File: config.mk
export PLATFORM = sky130hd
export DESIGN_NAME = ac_link_engine
export DESIGN_NICKNAME = d
export VERILOG_FILES = /design/src/rtl/ac_link_pkg.sv /design/src/rtl/ac_link_timer.sv /design/src/rtl/ac_link_rx.sv /design/src/rtl/ac_link_tx.sv /design/src/rtl/ac_link_engine.sv
export SDC_FILE = /design/constraint.sdc
export NUM_CORES = 1
export LEC_CHECK = 0
export BUFFER_PORTS_ARGS = -buffer_cell sky130_fd_sc_hd__buf_2
export CAP_MARGIN = 0
export CORE_AREA = 2 2 83 104
export DETAILED_ROUTE_END_ITERATION = 10
export DIE_AREA = 0 0 85 106
export PLACE_DENSITY = 0.78
export SLEW_MARGIN = 15
export SYNTH_ARGS = -nofsm -noshare
export SYNTH_HDL_FRONTEND = slang
export SYNTH_HIERARCHICAL = 1
export SYNTH_SLANG_ARGS = --single-unit
File: constraint.sdc
create_clock -name clk_i -period 3.5 [get_ports clk_i]
set_input_delay 0.7 -clock clk_i [delete_from_list [all_inputs] [get_ports clk_i]]
set_output_delay 0.7 -clock clk_i [all_outputs]
set_load 0.01 [all_outputs]
File: src/rtl/ac_link_pkg.sv
package ac_link_pkg;

  typedef struct packed {
    logic frame_start;  // frame cycle 0
    logic slot_start;   // first cycle of a slot (also last rx bit of previous slot)
    logic first_bit;    // frame cycle 1: bit 0 is on the line
  } tick_t;

  function automatic int frame_bits(int s0_w, int s_w, int n_slots);
    return s0_w + (n_slots - 1) * s_w;
  endfunction

endpackage

File: src/rtl/ac_link_timer.sv
module ac_link_timer
  import ac_link_pkg::*;
#(
  parameter int SLOT0_W   = 16,
  parameter int SLOT_W    = 20,
  parameter int NUM_SLOTS = 13,
  parameter int SYNC_HI   = 16,
  parameter int FRAME_LEN = 256,
  parameter int POS_W     = 8,
  parameter int IDX_W     = 4,
  parameter int BIT_W     = 5
) (
  input  logic             clk_i,
  input  logic             rst_ni,
  input  logic             en_i,
  output logic [IDX_W-1:0] idx_o,
  output tick_t            tick_o,
  output logic             sync_o
);

  localparam logic [POS_W-1:0] LastPos = POS_W'(FRAME_LEN - 1);
  localparam logic [IDX_W-1:0] LastIdx = IDX_W'(NUM_SLOTS - 1);
  localparam logic [BIT_W-1:0] S0Left  = BIT_W'(SLOT0_W - 1);
  localparam logic [BIT_W-1:0] SLeft   = BIT_W'(SLOT_W - 1);

  logic [POS_W-1:0] pos_q;
  logic [IDX_W-1:0] idx_q;
  logic [BIT_W-1:0] left_q;
  logic             first_q;

  always_ff @(posedge clk_i or negedge rst_ni) begin
    if (!rst_ni) begin
      pos_q   <= '0;
      idx_q   <= '0;
      left_q  <= S0Left;
      first_q <= 1'b1;
    end else if (!en_i) begin
      pos_q   <= '0;
      idx_q   <= '0;
      left_q  <= S0Left;
      first_q <= 1'b1;
    end else begin
      pos_q <= (pos_q == LastPos) ? '0 : pos_q + 1'b1;
      if (left_q == '0) begin
        first_q <= 1'b1;
        if (idx_q == LastIdx) begin
          idx_q  <= '0;
          left_q <= S0Left;
        end else begin
          idx_q  <= idx_q + 1'b1;
          left_q <= SLeft;
        end
      end else begin
        first_q <= 1'b0;
        left_q  <= left_q - 1'b1;
      end
    end
  end

  assign idx_o              = idx_q;
  assign tick_o.frame_start = en_i && (pos_q == '0);
  assign tick_o.slot_start  = en_i && first_q;
  assign tick_o.first_bit   = en_i && (pos_q == POS_W'(1));
  assign sync_o             = en_i && (pos_q < POS_W'(SYNC_HI));

endmodule

File: src/rtl/ac_link_rx.sv
module ac_link_rx
  import ac_link_pkg::*;
#(
  parameter int WORD_W  = 32,
  parameter int SLOT0_W = 16,
  parameter int SLOT_W  = 20,
  parameter int IDX_W   = 4
) (
  input  logic              clk_i,
  input  logic              rst_ni,
  input  logic              en_i,
  input  logic              sdi_i,
  input  tick_t             tick_i,
  input  logic [IDX_W-1:0]  idx_i,
  output logic              sdi_smp_o,
  output logic              frame_rdy_o,
  output logic [WORD_W-1:0] rx_data_o,
  output logic              rx_valid_o
);

  logic              sdi_q;
  logic [SLOT_W-2:0] sh_q;
  logic [SLOT_W-1:0] sh_n;
  logic              rdy_q;
  logic [WORD_W-1:0] word;
  logic              ends_slot0;

  // codec data is stable around the falling edge
  always_ff @(negedge clk_i or negedge rst_ni) begin
    if (!rst_ni) sdi_q <= 1'b0;
    else         sdi_q <= sdi_i;
  end

  assign sh_n       = {sh_q, sdi_q};
  assign ends_slot0 = (idx_i == IDX_W'(1));

  always_comb begin
    if (ends_slot0) word = {sh_n[SLOT0_W-1:0], {(WORD_W-SLOT0_W){1'b0}}};
    else            word = {sh_n, {(WORD_W-SLOT_W){1'b0}}};
  end

  always_ff @(posedge clk_i or negedge rst_ni) begin
    if (!rst_ni) begin
      sh_q       <= '0;
      rdy_q      <= 1'b0;
      rx_valid_o <= 1'b0;
      rx_data_o  <= '0;
    end else if (!en_i) begin
      sh_q       <= '0;
      rdy_q      <= 1'b0;
      rx_valid_o <= 1'b0;
    end else begin
      sh_q       <= sh_n[SLOT_W-2:0];
      if (tick_i.first_bit) rdy_q <= sdi_q;
      rx_valid_o <= tick_i.slot_start && rdy_q;
      if (tick_i.slot_start && rdy_q) rx_data_o <= word;
    end
  end

  assign sdi_smp_o   = sdi_q;
  assign frame_rdy_o = rdy_q;

endmodule

File: src/rtl/ac_link_tx.sv
module ac_link_tx
  import ac_link_pkg::*;
#(
  parameter int WORD_W = 32
) (
  input  logic              clk_i,
  input  logic              rst_ni,
  input  logic              en_i,
  input  tick_t             tick_i,
  input  logic              codec_rdy_i,
  input  logic [WORD_W-1:0] tx_data_i,
  input  logic              tx_valid_i,
  output logic              tx_ready_o,
  output logic              sdo_o,
  output logic              tx_underrun_o
);

  logic              on_q;
  logic              frame_on;
  logic [WORD_W-1:0] sh_q;
  logic [WORD_W-1:0] load;

  // gate for the frame that starts now comes from the last sampled ready bit
  assign frame_on   = tick_i.frame_start ? codec_rdy_i : on_q;
  assign tx_ready_o = en_i && tick_i.slot_start && frame_on;
  assign load       = (frame_on && tx_valid_i) ? tx_data_i : '0;

  always_ff @(posedge clk_i or negedge rst_ni) begin
    if (!rst_ni) begin
      on_q          <= 1'b0;
      sh_q          <= '0;
      sdo_o         <= 1'b0;
      tx_underrun_o <= 1'b0;
    end else if (!en_i) begin
      on_q          <= 1'b0;
      sh_q          <= '0;
      sdo_o         <= 1'b0;
      tx_underrun_o <= 1'b0;
    end else begin
      if (tick_i.frame_start) on_q <= codec_rdy_i;
      if (tick_i.slot_start) begin
        sdo_o <= load[WORD_W-1];
        sh_q  <= {load[WORD_W-2:0], 1'b0};
        if (frame_on && !tx_valid_i) tx_underrun_o <= 1'b1;
      end else begin
        sdo_o <= sh_q[WORD_W-1];
        sh_q  <= {sh_q[WORD_W-2:0], 1'b0};
      end
    end
  end

endmodule

File: src/rtl/ac_link_engine.sv
module ac_link_engine
  import ac_link_pkg::*;
#(
  parameter int WORD_W    = 32,
  parameter int SLOT0_W   = 16,
  parameter int SLOT_W    = 20,
  parameter int NUM_SLOTS = 13,
  parameter int SYNC_HI   = 16
) (
  input  logic              clk_i,
  input  logic              rst_ni,
  input  logic              en_i,
  output logic              sync_o,
  output logic              sdo_o,
  input  logic              sdi_i,
  input  logic [WORD_W-1:0] tx_data_i,
  input  logic              tx_valid_i,
  output logic              tx_ready_o,
  output logic [WORD_W-1:0] rx_data_o,
  output logic              rx_valid_o,
  output logic              tx_underrun_o
);

  localparam int FrameLen = frame_bits(SLOT0_W, SLOT_W, NUM_SLOTS);
  localparam int PosW     = $clog2(FrameLen);
  localparam int IdxW     = $clog2(NUM_SLOTS);
  localparam int BitW     = $clog2((SLOT_W > SLOT0_W) ? SLOT_W : SLOT0_W);

  tick_t            tick;
  logic [IdxW-1:0]  slot_idx;
  logic             sdi_smp;
  logic             frame_rdy;

  ac_link_timer #(
    .SLOT0_W(SLOT0_W), .SLOT_W(SLOT_W), .NUM_SLOTS(NUM_SLOTS), .SYNC_HI(SYNC_HI),
    .FRAME_LEN(FrameLen), .POS_W(PosW), .IDX_W(IdxW), .BIT_W(BitW)
  ) u_tmr (
    .clk_i (clk_i),
    .rst_ni(rst_ni),
    .en_i  (en_i),
    .idx_o (slot_idx),
    .tick_o(tick),
    .sync_o(sync_o)
  );

  ac_link_rx #(
    .WORD_W(WORD_W), .SLOT0_W(SLOT0_W), .SLOT_W(SLOT_W), .IDX_W(IdxW)
  ) u_rx (
    .clk_i      (clk_i),
    .rst_ni     (rst_ni),
    .en_i       (en_i),
    .sdi_i      (sdi_i),
    .tick_i     (tick),
    .idx_i      (slot_idx),
    .sdi_smp_o  (sdi_smp),
    .frame_rdy_o(frame_rdy),
    .rx_data_o  (rx_data_o),
    .rx_valid_o (rx_valid_o)
  );

  ac_link_tx #(
    .WORD_W(WORD_W)
  ) u_tx (
    .clk_i        (clk_i),
    .rst_ni       (rst_ni),
    .en_i         (en_i),
    .tick_i       (tick),
    .codec_rdy_i  (frame_rdy),
    .tx_data_i    (tx_data_i),
    .tx_valid_i   (tx_valid_i),
    .tx_ready_o   (tx_ready_o),
    .sdo_o        (sdo_o),
    .tx_underrun_o(tx_underrun_o)
  );

endmodule

==> metrics.md <==
| Metric | Value |
|---|---|
| Outcome | complete, no violations |
| Vias in the first global route | 2844 |
| EDFF count, synth | 0 |
| Flop pwr share | 55.4% |
| Final Power | 0.00203 W |
| Post-detail-place hpwl | 5270 um |
| Final #Nets | 451 |
| Chip Height | 106 um |
| Worst slew pin tran | 1080 ps |
| Drt pass-1 iters | 4 |
| Vias | 2856 |
| Post-CTS setup buffer count | 0 |
| H-Tree Level Count | 3 |
| Max Root-Sink Buffers | 2 |
| Final min period | 3210 ps |
| Pin count of the biggest net entering global routing | 68 |
| Clock Power Share | 37.6% |
| TritonCTS clock tree | built |
| Gr usage total | 18.5% |
| CTS hold repair buffers | 0 |
| # diodes | 0 |
| Final setup TNS | 0 ps |
| Setup-failing EPs final | 0 |
| First-pass GRT wire length | 13500 um |
| Leakage | 2.16 nW |
| Total die area | 9010 um2 |
| Part of the cycle the worst path needs | 91.6% |
| Yosys reg bits | 94 |
| Hold slack final | 451 ps |
| Ys Warns | 6 |
| Residual DRC | 0 |
| Cts repair resizes | 0 |
| Synthesized instance count | 357 |
| Number of library cell types mapped by synthesis | 46 |
| Max-cap violations | 0 |
| Internal Power | 0.00150 W |
| Clock Skews | 21.6 ps |
| Reg-to-Reg Start | u_tmr/pos_q[4] |
| CTS sink count | 94 |
| Placer Congestion | 0.715 |
| Die width | 85 um |
| Power per cell area | 421 nW/um2 |
| Most common flop cell mapped by yosys | dfrtp_1 |
| Hold Path Class | primary input to asynchronous set/reset pin |
| Initial core utilization | 54.2% |
| Async SR Flop Fraction | 100% |
| Layout cell share with drive strength beyond 1 | 30.5% |
| RSZ-0062 raised after global routing | false |
| Sw frac | 26.0% |
| Port Buf Inserts | 61 |
| Initial antenna violation count | 0 |
| FF-to-FF path depth | 6 |
| Worst r2r dst | u_tx/tx_underrun_o |
| Final number of max-transition violations | 0 |
| IO Count | 74 |
| Routed WL per cell | 15.8 um |
| Core ar. | 8100 um2 |
| Site Rows | 37 |
| Final setup margin | 293 ps |
| CTS Buf Count | 9 |
| Register area share after synthesis | 53.7% |
| Avg Cell Area, Syn | 12.3 um2 |
| Hold Fails Final Rpt | 0 |
| Slew HR | 27.9% |
| WP data required | 2800 ps |
| P&R area growth vs syn | 9.72% |
| Register-to-register setup slack | 900 ps |
| Grt ovf | 0 |
| Layout fillers | 675 |
| Root Driver | clkbuf_8 |
| Initial drt markers | 96 |
| Worst Setup End Kind | output port |
| Worst slack, placed | 668 ps |
| Total wire length | 8050 um |
| Clk Latency, worst-skew pair | 350 ps |
| Net Switching | 0.000527 W |
| Mapped cell area | 4390 um2 |
| Arr. time, crit path | 2510 ps |
| Max IR drop VDD | 291 uV |
| Clock transition at the registers of the reported paths | 90 ps |
| Post-route antenna net violation count | 0 |
| Crit path kind | flip-flop to output port |
| Crit path max fanout | 3 |
| Logic pwr share | 7.0% |
| Critical path startpoint category | flip-flop |
| Peak Freq | 0.312 GHz |
| Vias per cell | 5.60 |
[stage by stage]
step / instances / util, % / instance area [um2]
finish: 510 / 59.4 / 4810
global placement: 494 / 56.8 / 4600
detailed placement: 494 / 56.8 / 4600
CTS: 510 / 59.4 / 4810
global route: 510 / 59.4 / 4810
floorplan: 368 / - / 4430
[area by class of cell]
class | instances | area, um2 | share of cell area (%)
Clock buffer | 9 | 124 | 2.57
Clock inverter | 7 | 86.3 | 1.79
Inverter | 11 | 41.3 | 0.858
Multi-Input combinational cell | 224 | 1720 | 35.8
Sequential cell | 94 | 2360 | 49.0
Tap cell | 97 | 121 | 2.52
Timing Repair Buffer | 68 | 360 | 7.48
[synth_stat cells, types with 3 or more instances]
library cell | number | area (um2)
o31ai_1 | 3 | 22.5
nand2_1 | 28 | 105
xor2_1 | 3 | 26.3
a21oi_1 | 7 | 35.0
inv_1 | 11 | 41.3
dfstp_2 | 5 | 131
ha_1 | 6 | 75.1
buf_2 | 10 | 50.1
clkbuf_1 | 3 | 11.3
mux2i_1 | 17 | 170
and2_1 | 22 | 138
nor2_1 | 6 | 22.5
dfrtp_1 | 88 | 2200
o21ai_0 | 10 | 50.1
nand3_1 | 8 | 40.0
buf_4 | 14 | 105
o2bb2ai_2 | 30 | 450
xnor2_1 | 3 | 26.3
o21ai_1 | 10 | 50.1
nand4_1 | 31 | 194
a22o_1 | 4 | 35.0
buf_6 | 9 | 101
[metal layers]
layer	track usage (%)	part of all wire, %	vias up
li1	-	-	1356
met1	24.5	44	1412
met2	30.5	51	80
met3	3.42	4.6	8
met4	6.24	0.81	0
met5	0	0	-
[cell usage in the layout, fill, tap and decap left out, types with 3 or more instances in the layout]
master and n:
nand3_1 8, nand4_1 31, dfrtp_1 88, a22o_1 4, nand2_1 28, mux2i_1 17
o21ai_1 10, xor2_1 3, nor2_1 6, buf_2 60, a21oi_1 7, o31ai_1 3
clkbuf_8 9, dfstp_2 5, xnor2_1 3, inv_6 3, buf_4 8, inv_1 11
ha_1 6, and2_1 22, conb_1 12, o21ai_0 10, o2bb2ai_2 30
[how the worst max path moves through the flow]
stage               cells past startpoint           start  slack, ps         end
finish                                  6  u_tmr/pos_q[4]        290  tx_ready_o
global route                            6  u_tmr/pos_q[4]        160  tx_ready_o
CTS                                     6  u_tmr/pos_q[4]        290  tx_ready_o
detailed placement                      6            en_i        670  tx_ready_o
global placement                        6  u_tmr/pos_q[4]        720  tx_ready_o
floorplan                               5            en_i        560  tx_ready_o
[kinds of logic after synthesis]
kind of cell / count (synthesis) / share of synthesized area [%]
compound gates: 70 / 15.7
xor+xnor: 6 / 1.20
fa+ha+maj: 6 / 1.71
buf+inv: 50 / 7.93
flops: 94 / 53.7
mux: 18 / 4.39
other cells: 1 / 0.0855
simple gates: 112 / 15.2
[registers in the layout (all words and copies together) (netlist names), 4 cells and up]
| register | flops |
|---|---|
| u_tx/sh_q | 31 |
| u_rx/rx_data_o | 20 |
| u_rx/sh_q | 19 |
| u_tmr/pos_q | 8 |
| u_tmr/left_q | 5 |
| u_tmr/idx_o | 4 |
[power by group through the flow]
stage / Sequential (W) / Clock (W) / Combinational (W)
2_1_floorplan: 0.00114 / 0 / 0.0000967
3_3_place_gp: 0.00114 / 0 / 0.000140
3_5_place_dp: 0.00115 / 0 / 0.000144
4_1_cts: 0.00112 / 0.000775 / 0.000145
5_1_grt: 0.00113 / 0.000817 / 0.000159
6_report: 0.00112 / 0.000761 / 0.000142
[critical path, stage by stage, from the launching register on]
cell,delay [ps]
dfrtp_1,440
nor4_1,320
nand2_1,150
nor4b_1,600
mux2i_4,330
and3b_1,180
buf_2,140
Power figures use the tool's default switching activity.
